--- src/rtl/sfa_pkg.sv ---
package sfa_pkg;
  localparam logic [7:0] A1_BYTE = 8'hF6;
  localparam logic [7:0] A2_BYTE = 8'h28;
  localparam logic [15:0] PAT_SHORT = {A1_BYTE, A2_BYTE};
  localparam logic [31:0] PAT_LONG  = {A1_BYTE, A1_BYTE, A2_BYTE, A2_BYTE};

  typedef enum logic [1:0] {
    ST_HUNT = 2'd0,
    ST_PRE  = 2'd1,
    ST_LOCK = 2'd2
  } sfa_state_t;
endpackage

--- src/rtl/sfa_window.sv ---
module sfa_window #(
  parameter int DW = 16,
  parameter int NW = 3
) (
  input  logic             clk,
  input  logic             rst,
  input  logic [DW-1:0]    din,
  output logic [NW*DW-1:0] win
);
  // oldest word sits in the top bits, newest in the bottom bits
  always_ff @(posedge clk) begin
    if (rst) win <= '0;
    else     win <= {win[(NW-1)*DW-1:0], din};
  end
endmodule

--- src/rtl/sfa_search.sv ---
module sfa_search #(
  parameter int DW  = 16,
  parameter int WIN = 48,
  localparam int OW = (DW > 1) ? $clog2(DW) : 1
) (
  input  logic [WIN-1:0] win,
  input  logic           mode,
  output logic [DW-1:0]  hit_vec,
  output logic           any_hit,
  output logic [OW-1:0]  hit_off
);
  import sfa_pkg::*;

  // one comparator per bit offset; offset o = bits after pattern end
  for (genvar o = 0; o < DW; o++) begin : g_cmp
    assign hit_vec[o] = mode ? (win[o +: 32] == PAT_LONG)
                             : (win[o +: 16] == PAT_SHORT);
  end

  assign any_hit = |hit_vec;

  // lowest offset wins
  always_comb begin
    hit_off = '0;
    for (int o = DW - 1; o >= 0; o--) begin
      if (hit_vec[o]) hit_off = OW'(o);
    end
  end
endmodule

--- src/rtl/sfa_lock.sv ---
module sfa_lock #(
  parameter int DW          = 16,
  parameter int FRAME_WORDS = 19440,
  parameter int MISS_LIMIT  = 4,
  localparam int OW = (DW > 1) ? $clog2(DW) : 1,
  localparam int CW = $clog2(FRAME_WORDS + 1),
  localparam int MW = $clog2(MISS_LIMIT + 1)
) (
  input  logic          clk,
  input  logic          rst,
  input  logic [DW-1:0] hit_vec,
  input  logic          any_hit,
  input  logic [OW-1:0] hit_off,
  output logic [OW-1:0] off_q,
  output logic          sync,
  output logic          frame
);
  import sfa_pkg::*;

  sfa_state_t    state_q;
  logic [CW-1:0] cnt_q;
  logic [MW-1:0] miss_q;
  logic          frame_q;
  logic          due, hit_here;

  assign due      = (cnt_q == CW'(FRAME_WORDS - 1));
  assign hit_here = hit_vec[off_q];

  always_ff @(posedge clk) begin
    if (rst) begin
      state_q <= ST_HUNT;
      off_q   <= '0;
      cnt_q   <= '0;
      miss_q  <= '0;
      frame_q <= 1'b0;
    end else begin
      frame_q <= 1'b0;
      case (state_q)
        ST_HUNT: begin
          if (any_hit) begin
            off_q   <= hit_off;
            cnt_q   <= '0;
            state_q <= ST_PRE;
          end
        end
        ST_PRE: begin
          if (due) begin
            cnt_q <= '0;
            if (hit_here) begin
              state_q <= ST_LOCK;
              frame_q <= 1'b1;
              miss_q  <= '0;
            end else begin
              state_q <= ST_HUNT;
            end
          end else begin
            cnt_q <= cnt_q + 1'b1;
          end
        end
        ST_LOCK: begin
          if (due) begin
            cnt_q <= '0;
            if (hit_here) begin
              miss_q  <= '0;
              frame_q <= 1'b1;
            end else if (miss_q == MW'(MISS_LIMIT - 1)) begin
              miss_q  <= '0;
              state_q <= ST_HUNT;
            end else begin
              miss_q <= miss_q + 1'b1;
            end
          end else begin
            cnt_q <= cnt_q + 1'b1;
          end
        end
        default: state_q <= ST_HUNT;
      endcase
    end
  end

  assign sync  = (state_q == ST_LOCK);
  assign frame = frame_q;

  p_frame_while_sync_r6: assert property (@(posedge clk) disable iff (rst)
    frame_q |-> (state_q == ST_LOCK));

  p_frame_one_cycle_r6: assert property (@(posedge clk) disable iff (rst)
    frame_q |=> !frame_q);

  p_miss_below_limit_r8: assert property (@(posedge clk) disable iff (rst)
    miss_q < MW'(MISS_LIMIT));

  p_offset_held_r11: assert property (@(posedge clk) disable iff (rst)
    (state_q == ST_LOCK) |=> ((state_q != ST_LOCK) || $stable(off_q)));

  p_lock_with_frame_r4: assert property (@(posedge clk) disable iff (rst)
    $rose(state_q == ST_LOCK) |-> frame_q);

  p_lock_from_pre_r7: assert property (@(posedge clk) disable iff (rst)
    $rose(state_q == ST_LOCK) |-> ($past(state_q) == ST_PRE));
endmodule

--- src/rtl/sonet_frame_aligner.sv ---
module sonet_frame_aligner #(
  parameter int DW          = 16,
  parameter int FRAME_WORDS = 19440,
  parameter int MISS_LIMIT  = 4,
  localparam int OW  = (DW > 1) ? $clog2(DW) : 1,
  localparam int NW  = (32 + 2 * DW - 2) / DW,
  localparam int WIN = NW * DW
) (
  input  logic          clk,
  input  logic          rst,
  input  logic          mode_i,
  input  logic [DW-1:0] din_i,
  output logic [DW-1:0] data_o,
  output logic          frame_o,
  output logic          sync_o,
  output logic [OW-1:0] offset_o
);
  logic [WIN-1:0] win;
  logic [DW-1:0]  hit_vec;
  logic           any_hit;
  logic [OW-1:0]  hit_off, off_q;
  logic [DW-1:0]  aligned;

  sfa_window #(.DW(DW), .NW(NW)) u_win (
    .clk(clk), .rst(rst), .din(din_i), .win(win)
  );

  sfa_search #(.DW(DW), .WIN(WIN)) u_search (
    .win(win), .mode(mode_i), .hit_vec(hit_vec),
    .any_hit(any_hit), .hit_off(hit_off)
  );

  sfa_lock #(.DW(DW), .FRAME_WORDS(FRAME_WORDS), .MISS_LIMIT(MISS_LIMIT)) u_lock (
    .clk(clk), .rst(rst), .hit_vec(hit_vec), .any_hit(any_hit),
    .hit_off(hit_off), .off_q(off_q), .sync(sync_o), .frame(frame_o)
  );

  // barrel shift: take the DW bits that end off_q bits above the newest bit
  assign aligned = win[off_q +: DW];

  always_ff @(posedge clk) begin
    if (rst) data_o <= '0;
    else     data_o <= aligned;
  end

  assign offset_o = off_q;

  p_no_frame_unlocked_r6: assert property (@(posedge clk) disable iff (rst)
    frame_o |-> sync_o);

  p_sync_drop_quiet_r8: assert property (@(posedge clk) disable iff (rst)
    $fell(sync_o) |-> !frame_o);
endmodule

--- config.mk ---
export PLATFORM = sky130hd
export DESIGN_NAME = sonet_frame_aligner
export DESIGN_NICKNAME = d
export VERILOG_FILES = /design/src/rtl/sfa_pkg.sv /design/src/rtl/sfa_window.sv /design/src/rtl/sfa_search.sv /design/src/rtl/sfa_lock.sv /design/src/rtl/sonet_frame_aligner.sv
export SDC_FILE = /design/constraint.sdc
export NUM_CORES = 1
export LEC_CHECK = 0
export CAP_MARGIN = 25
export CORE_MARGIN = 1
export CORE_UTILIZATION = 65
export DETAILED_ROUTE_END_ITERATION = 8
export GPL_TIMING_DRIVEN = 0
export PLACE_DENSITY_LB_ADDON = 0.08
export SLEW_MARGIN = 20
export SYNTH_ARGS = -nofsm -noshare
export SYNTH_HDL_FRONTEND = slang
export SYNTH_SLANG_ARGS = --single-unit
--- constraint.sdc ---
create_clock -name clk -period 5.9 [get_ports clk]
set_clock_uncertainty 0.2 [all_clocks]
set_input_delay 1.77 -clock clk [delete_from_list [all_inputs] [get_ports clk]]
set_output_delay 1.77 -clock clk [all_outputs]
set_load 0.005 [all_outputs]
==> impl_metrics.env, run 1 <==
export IMPL_hold_start="u_lock.miss_q[2]"
export IMPL_rsz0062_at_grt="no"
export IMPL_timing_final_crit_share_pct=83.0
export IMPL_grt_max_degree=17
export IMPL_final_common_cell="dfxtp_1"
export IMPL_clkPwrFrac_pct=38.6
export IMPL_p_int_w=0.000911
export IMPL_finalSetupViolCount=0
export IMPL_yosysTopAreaCell="dfxtp_1"
export IMPL_syn_inst=710
export IMPL_powerDensity_mw_per_mm2=188
export IMPL_p_seq_share_pct=50.9
export IMPL_drc=42
export IMPL_viasPerCell=7.45
export IMPL_clockRootBuffer="clkbuf_8"
export IMPL_power_leakage_nw=2.14
export IMPL_vias=6507
export IMPL_grt_usage_pct=41.8
export IMPL_synthFlopType="dfxtp_1"
export IMPL_die_h_um=97.4
export IMPL_pin_count=41
export IMPL_crit_fanout=10
export IMPL_drv_slew=0
export IMPL_fin_crit_ns=4.89
export IMPL_worst_slack_ns=1.01
export IMPL_cts_tree="yes"
export IMPL_cts_setup_buffers=0
export IMPL_critPathCaptureType="flip-flop"
export IMPL_initial_core_util_pct=67.5
export IMPL_crit_arrival_ns=4.94
export IMPL_antenna_found_initial=0
export IMPL_cts_buffers=9
export IMPL_hold_viol_final=0
export IMPL_cp_slowest_stage_delay_ns=0.56
export IMPL_netSwitchingFraction_pct=27.1
export IMPL_clockBufferDepth=2
export IMPL_dpl_hpwl_um=14700
export IMPL_crit_family="simple AND/OR/NAND/NOR gates"
export IMPL_wl_per_cell_um=23.0
export IMPL_drive_above_1_share_pct=6.80
export IMPL_yosys_area_top_type_share_pct=29.8
export IMPL_grt_pass1_wl_um=31400
export IMPL_failed_checks="DRC"
export IMPL_required_ns=5.95
export IMPL_worst_slew_pin_transition_ns=0.804
export IMPL_wl_met2_um=8520
export IMPL_worstHoldPathType="flip-flop to flip-flop"
export IMPL_p_sw_w=0.000339
export IMPL_antenna_cells=0
export IMPL_nets=784
export IMPL_max_freq_ghz=0.204
export IMPL_irDropWorstVdd_v=0.000217
export IMPL_synth_nets=734
export IMPL_hold_buffers=0
export IMPL_core_area_mm2=0.00876
export IMPL_fillers=658
export IMPL_synth_edf_count=0
export IMPL_async_reset_ff_share_pct=0
export IMPL_syn_to_final_growth_pct=12.7
export IMPL_drt_iter0_markers=1384
export IMPL_yosys_top_cells_area="dfxtp_1, nor2b_1, mux4_2"
export IMPL_status="finished with violations"
export IMPL_dp_slack_ns=0.756
export IMPL_clock_sinks=88
export IMPL_relSlewSlack_pct=46.4
export IMPL_startpoint="mode_i"
export IMPL_routed_top_layer="met4"
export IMPL_slowest_stage="nor4_1"
export IMPL_finalSetupTns_ns=0
export IMPL_dr_wl_met3_um=2790
export IMPL_combPwrFrac_pct=10.5
export IMPL_post_cts_resized=0
export IMPL_cp_common_cell="nor4_1"
export IMPL_yosysWarnings=0
export IMPL_port_buffers=39
export IMPL_ant_nets=0
export IMPL_first_pass_iters=9
export IMPL_cp_cell_sequence="clkbuf_1 > and3b_1 > or3b_2 > nor4_1 > nor4_1 > and4_1 > and4_4 > buf_6 > nor2_2 > a21o_1 > buf_2 > nor2_1"
export IMPL_start_kind="input pin"
export IMPL_crit_type="input pin to flip-flop"
export IMPL_rrSetupSlack_ns=1.69
export IMPL_die_w_um=97.4
export IMPL_drv_cap=0
export IMPL_critical_path_buf_inv_count=3
export IMPL_layout_common_cells="dfxtp_1, nand2_1, nor2_1"
export IMPL_clk_pin_slew_worst_paths_ns=0.10
export IMPL_wirelength_um=20000
export IMPL_grt_pass1_vias=6057
export IMPL_overflow=0
export IMPL_synth_distinct_cells=73
export IMPL_insertion_delay_ns=0.37
export IMPL_rows=34
export IMPL_regToRegStartpoint="u_win.win[27]"
export IMPL_h_tree_depth=3
export IMPL_ys_seq_elements=88
export IMPL_routabilityCongestion=1.13
export IMPL_die_area_mm2=0.00948
export IMPL_syn_cell_area_mm2=0.00591
export IMPL_seq_area_frac_synth_pct=29.8
export IMPL_avgSynthCellArea_um2=8.33
export IMPL_wl_met1_um=7490
metrics by stage:
stage | hold WS (ns) | utilization [%] | power [W] | area (um2) | std cells
5_1_grt | 0.279 | 76.0 | 0.00128 | 6660 | 873
4_1_cts | 0.247 | 76.0 | 0.00124 | 6660 | 873
3_5_place_dp | 0.233 | 73.5 | 0.000773 | 6440 | 857
3_3_place_gp | 0.230 | 73.5 | 0.000769 | 6440 | 857
2_1_floorplan | 0.223 | - | 0.000715 | 5910 | 710
6_report | 0.250 | 76.0 | 0.00125 | 6660 | 873
state kept, by name (all words and copies together), names as in the netlist:
register        cells
data_o             16
u_lock.cnt_q       15
u_lock.frame        1
u_lock.miss_q       3
u_lock.off_q        4
u_lock.state_q      2
u_win.win          47
final timing paths:
| path | end | cells after the start |
|---|---|---|
| worst max-delay path | u_lock.cnt_q[5] | 12 |
| worst min-delay path | u_lock.miss_q[2] | 1 |
| worst max register to register | u_lock.miss_q[2] | 10 |
| worst min register to register | u_lock.miss_q[2] | 1 |
routing by layer:
| layer | up-vias | track usage, % |
|---|---|---|
| met1 | 2975 | 55.4 |
| li1 | 2799 | - |
| met3 | 143 | 12.2 |
| met5 | - | 0 |
| met4 | 0 | 21.2 |
| met2 | 590 | 61.8 |
synth_stat cells, types with 14 or more instances:
cell	number
nor2_1	57
mux2i_1	19
nor3_1	17
inv_1	14
nor4_1	25
dfxtp_1	88
nand2_1	60
nand4_1	26
nor4b_1	19
nor2b_1	54
clkbuf_1	48
a311oi_1	20
nand3_1	21
power by group through the flow:
stage	Sequential (W)	Combinational (W)	Clock, W
detailed placement	0.000648	0.000125	0
global placement	0.000647	0.000122	0
floorplan	0.000639	0.0000760	0
CTS	0.000634	0.000126	0.000483
global route	0.000638	0.000138	0.000506
finish	0.000636	0.000132	0.000483
cell families after synthesis:
kind of cell | count (synthesis) | synth area share [%]
buffers and inverters | 72 | 5.04
multiplexers | 35 | 8.74
adder cells (fa/ha/maj) | 5 | 1.06
flip-flops | 88 | 29.8
AO/OA/AOI/OAI | 102 | 13.0
AND/OR/NAND/NOR | 399 | 41.0
XOR/XNOR | 9 | 1.33
cell type report:
cell class / count / area [um2] / area share (%)
repair buffers: 39 / 390 / 5.86
clock buffers: 9 / 124 / 1.86
flip-flops and latches: 88 / 1760 / 26.4
inverters: 16 / 60.1 / 0.901
plain buffers: 56 / 238 / 3.57
multi-input cells: 550 / 3850 / 57.8
well taps: 108 / 135 / 2.03
clock inverters: 7 / 101 / 1.52
Note: power is estimated with default switching activity, not from simulation.
==> run 2, diff against run 1 <==
--- a/config.mk
+++ b/config.mk
@@ -7,7 +7,7 @@
 export LEC_CHECK = 0
 export CAP_MARGIN = 25
 export CORE_MARGIN = 1
-export CORE_UTILIZATION = 65
+export CORE_UTILIZATION = 54
 export DETAILED_ROUTE_END_ITERATION = 8
 export GPL_TIMING_DRIVEN = 0
 export PLACE_DENSITY_LB_ADDON = 0.08
==> constraint.sdc (replaced) <==
create_clock -name clk -period 4.2 [get_ports clk]
set_clock_uncertainty 0.2 [all_clocks]
set_input_delay 1.26 -clock clk [delete_from_list [all_inputs] [get_ports clk]]
set_output_delay 1.26 -clock clk [all_outputs]
set_load 0.005 [all_outputs]
==> impl_metrics.env, run 2 (synthesis gave the netlist of run 1 again) <==
export IMPL_multiInputGateArea_mm2=0.00386
export IMPL_seqCellArea_mm2=0.00176
export IMPL_fin_crit_ns=4.12
export IMPL_clockBufferDepth=2
export IMPL_placedInstanceArea_mm2=0.00647
export IMPL_power_leakage_nw=2.15
export IMPL_ant_nets=0
export IMPL_insertion_delay_ns=0.38
export IMPL_layout_common_cells="dfxtp_1, nand2_1, nor2_1"
export IMPL_critPathCaptureType="flip-flop"
export IMPL_grt_pass1_wl_um=32200
export IMPL_pin_count=41
export IMPL_nets=784
export IMPL_crit_arrival_ns=4.24
export IMPL_viasPerCell=6.97
export IMPL_status="finished, final reports clean"
export IMPL_drv_slew=0
export IMPL_antenna_cells=0
export IMPL_max_freq_ghz=0.243
export IMPL_start_kind="input pin"
export IMPL_timing_rr_end="u_lock.miss_q[2]"
export IMPL_relSlewSlack_pct=45.4
export IMPL_worst_slew_pin_transition_ns=0.820
export IMPL_crit_fanout=10
export IMPL_top_register="u_win.win"
export IMPL_rrSetupSlack_ns=0.29
export IMPL_finalSetupViolCount=0
export IMPL_wl_per_cell_um=23.2
export IMPL_first_pass_iters=8
export IMPL_core_area_mm2=0.0105
export IMPL_top_regs="u_win.win: 47 flops, data_o: 16 flops, u_lock.cnt_q: 15 flops"
export IMPL_cts_setup_buffers=0
export IMPL_dpl_cell_count=885
export IMPL_overflow=0
export IMPL_clk_pin_slew_worst_paths_ns=0.09
export IMPL_required_ns=4.32
export IMPL_cts_tree="yes"
export IMPL_powerDensity_mw_per_mm2=260
export IMPL_hold_depth=1
export IMPL_drv_cap=0
export IMPL_drt_iter0_markers=904
export IMPL_worstHoldPathType="flip-flop to flip-flop"
export IMPL_hold_buffers=0
export IMPL_die_w_um=107
export IMPL_grt_usage_pct=37.6
export IMPL_initial_core_util_pct=56.5
export IMPL_final_area_mm2=0.00670
export IMPL_rows=37
export IMPL_final_cells=901
export IMPL_utilization_pct=64.1
export IMPL_antenna_found_initial=0
export IMPL_regToRegStartpoint="u_win.win[27]"
export IMPL_hold_end="u_lock.miss_q[2]"
export IMPL_reg2reg_depth=10
export IMPL_drive_above_1_share_pct=7.19
export IMPL_crit_type="input pin to flip-flop"
export IMPL_die_area_mm2=0.0114
export IMPL_clock_sinks=88
export IMPL_dpl_hpwl_um=15800
export IMPL_largest_register_ffs=47
export IMPL_die_h_um=107
export IMPL_fillers=906
export IMPL_grt_max_degree=15
export IMPL_post_cts_resized=2
export IMPL_cts_buffers=9
export IMPL_h_tree_depth=3
export IMPL_rsz0062_at_grt="no"
export IMPL_grt_pass1_vias=5772
export IMPL_routabilityCongestion=1.09
export IMPL_irDropWorstVdd_v=0.000232
export IMPL_syn_to_final_growth_pct=13.4
export IMPL_hold_viol_final=0
export IMPL_final_common_cell="dfxtp_1"
export IMPL_timing_final_crit_share_pct=98.1
export IMPL_hold_start="u_lock.miss_q[2]"
export IMPL_vias=6281
export IMPL_clockRootBuffer="clkbuf_8"
export IMPL_wirelength_um=20900
export IMPL_drc=0
export IMPL_port_buffers=39
[run 2: through the flow]
stage / TNS [ns] / hold slack [ns] / power [W] / setup slack [ns]
after global routing: 0 / 0.253 / 0.00179 / 0.0101
after CTS: 0 / 0.244 / 0.00174 / 0.179
after detailed placement: -8.03 / 0.232 / 0.00109 / -0.493
after floorplan: 0 / 0.223 / 0.00100 / 0.279
after global placement: -8.89 / 0.230 / 0.00108 / -0.530
final: 0 / 0.242 / 0.00174 / 0.0781
[run 2: power breakdown]
group | switching, W | internal, W | leakage, nW
Sequential | 0.0000336 | 0.000859 | 0.720
Combinational | 0.000106 | 0.0000794 | 1.32
Clock | 0.000311 | 0.000352 | 0.114
[run 2: how the worst max path moves through the flow]
stage,startpoint,end,slack (ns),depth (start not counted)
after floorplan,mode_i,u_lock.cnt_q[11],0.28,12
after global placement,mode_i,u_lock.cnt_q[6],-0.53,12
after detailed placement,mode_i,u_lock.cnt_q[9],-0.49,12
after CTS,mode_i,u_lock.cnt_q[9],0.18,12
after global routing,mode_i,u_lock.cnt_q[9],0.01,13
final,mode_i,u_lock.cnt_q[9],0.08,12
[run 2: per-layer routing]
metal | wire [um] | vias to the layer above | global-route usage [%]
met2 | 9210 | 438 | 56.1
met4 | 714 | 0 | 16.8
met5 | 0 | - | 0
met3 | 2410 | 62 | 8.51
met1 | 8590 | 2986 | 51.8
li1 | - | 2795 | -
[run 2: area by class of cell]
| type | instances | share of cell area [%] |
|---|---|---|
| Inverter | 16 | 0.896 |
| Sequential cell | 88 | 26.3 |
| Buffer | 56 | 3.60 |
| Timing Repair Buffer | 39 | 5.82 |
| Clock inverter | 5 | 1.18 |
| Clock buffer | 11 | 2.11 |
| Multi-Input combinational cell | 550 | 57.6 |
| Tap cell | 136 | 2.54 |
[run 2: critical path, cell delays in order]
cell	delay, ns
clkbuf_2	0.25
clkbuf_1	0.48
nand4b_1	0.19
nor3_1	0.06
o21a_1	0.28
nor4bb_1	0.67
and4_4	0.32
buf_6	0.13
nor2_2	0.09
a21o_1	0.19
buf_2	0.18
nor2_1	0.13
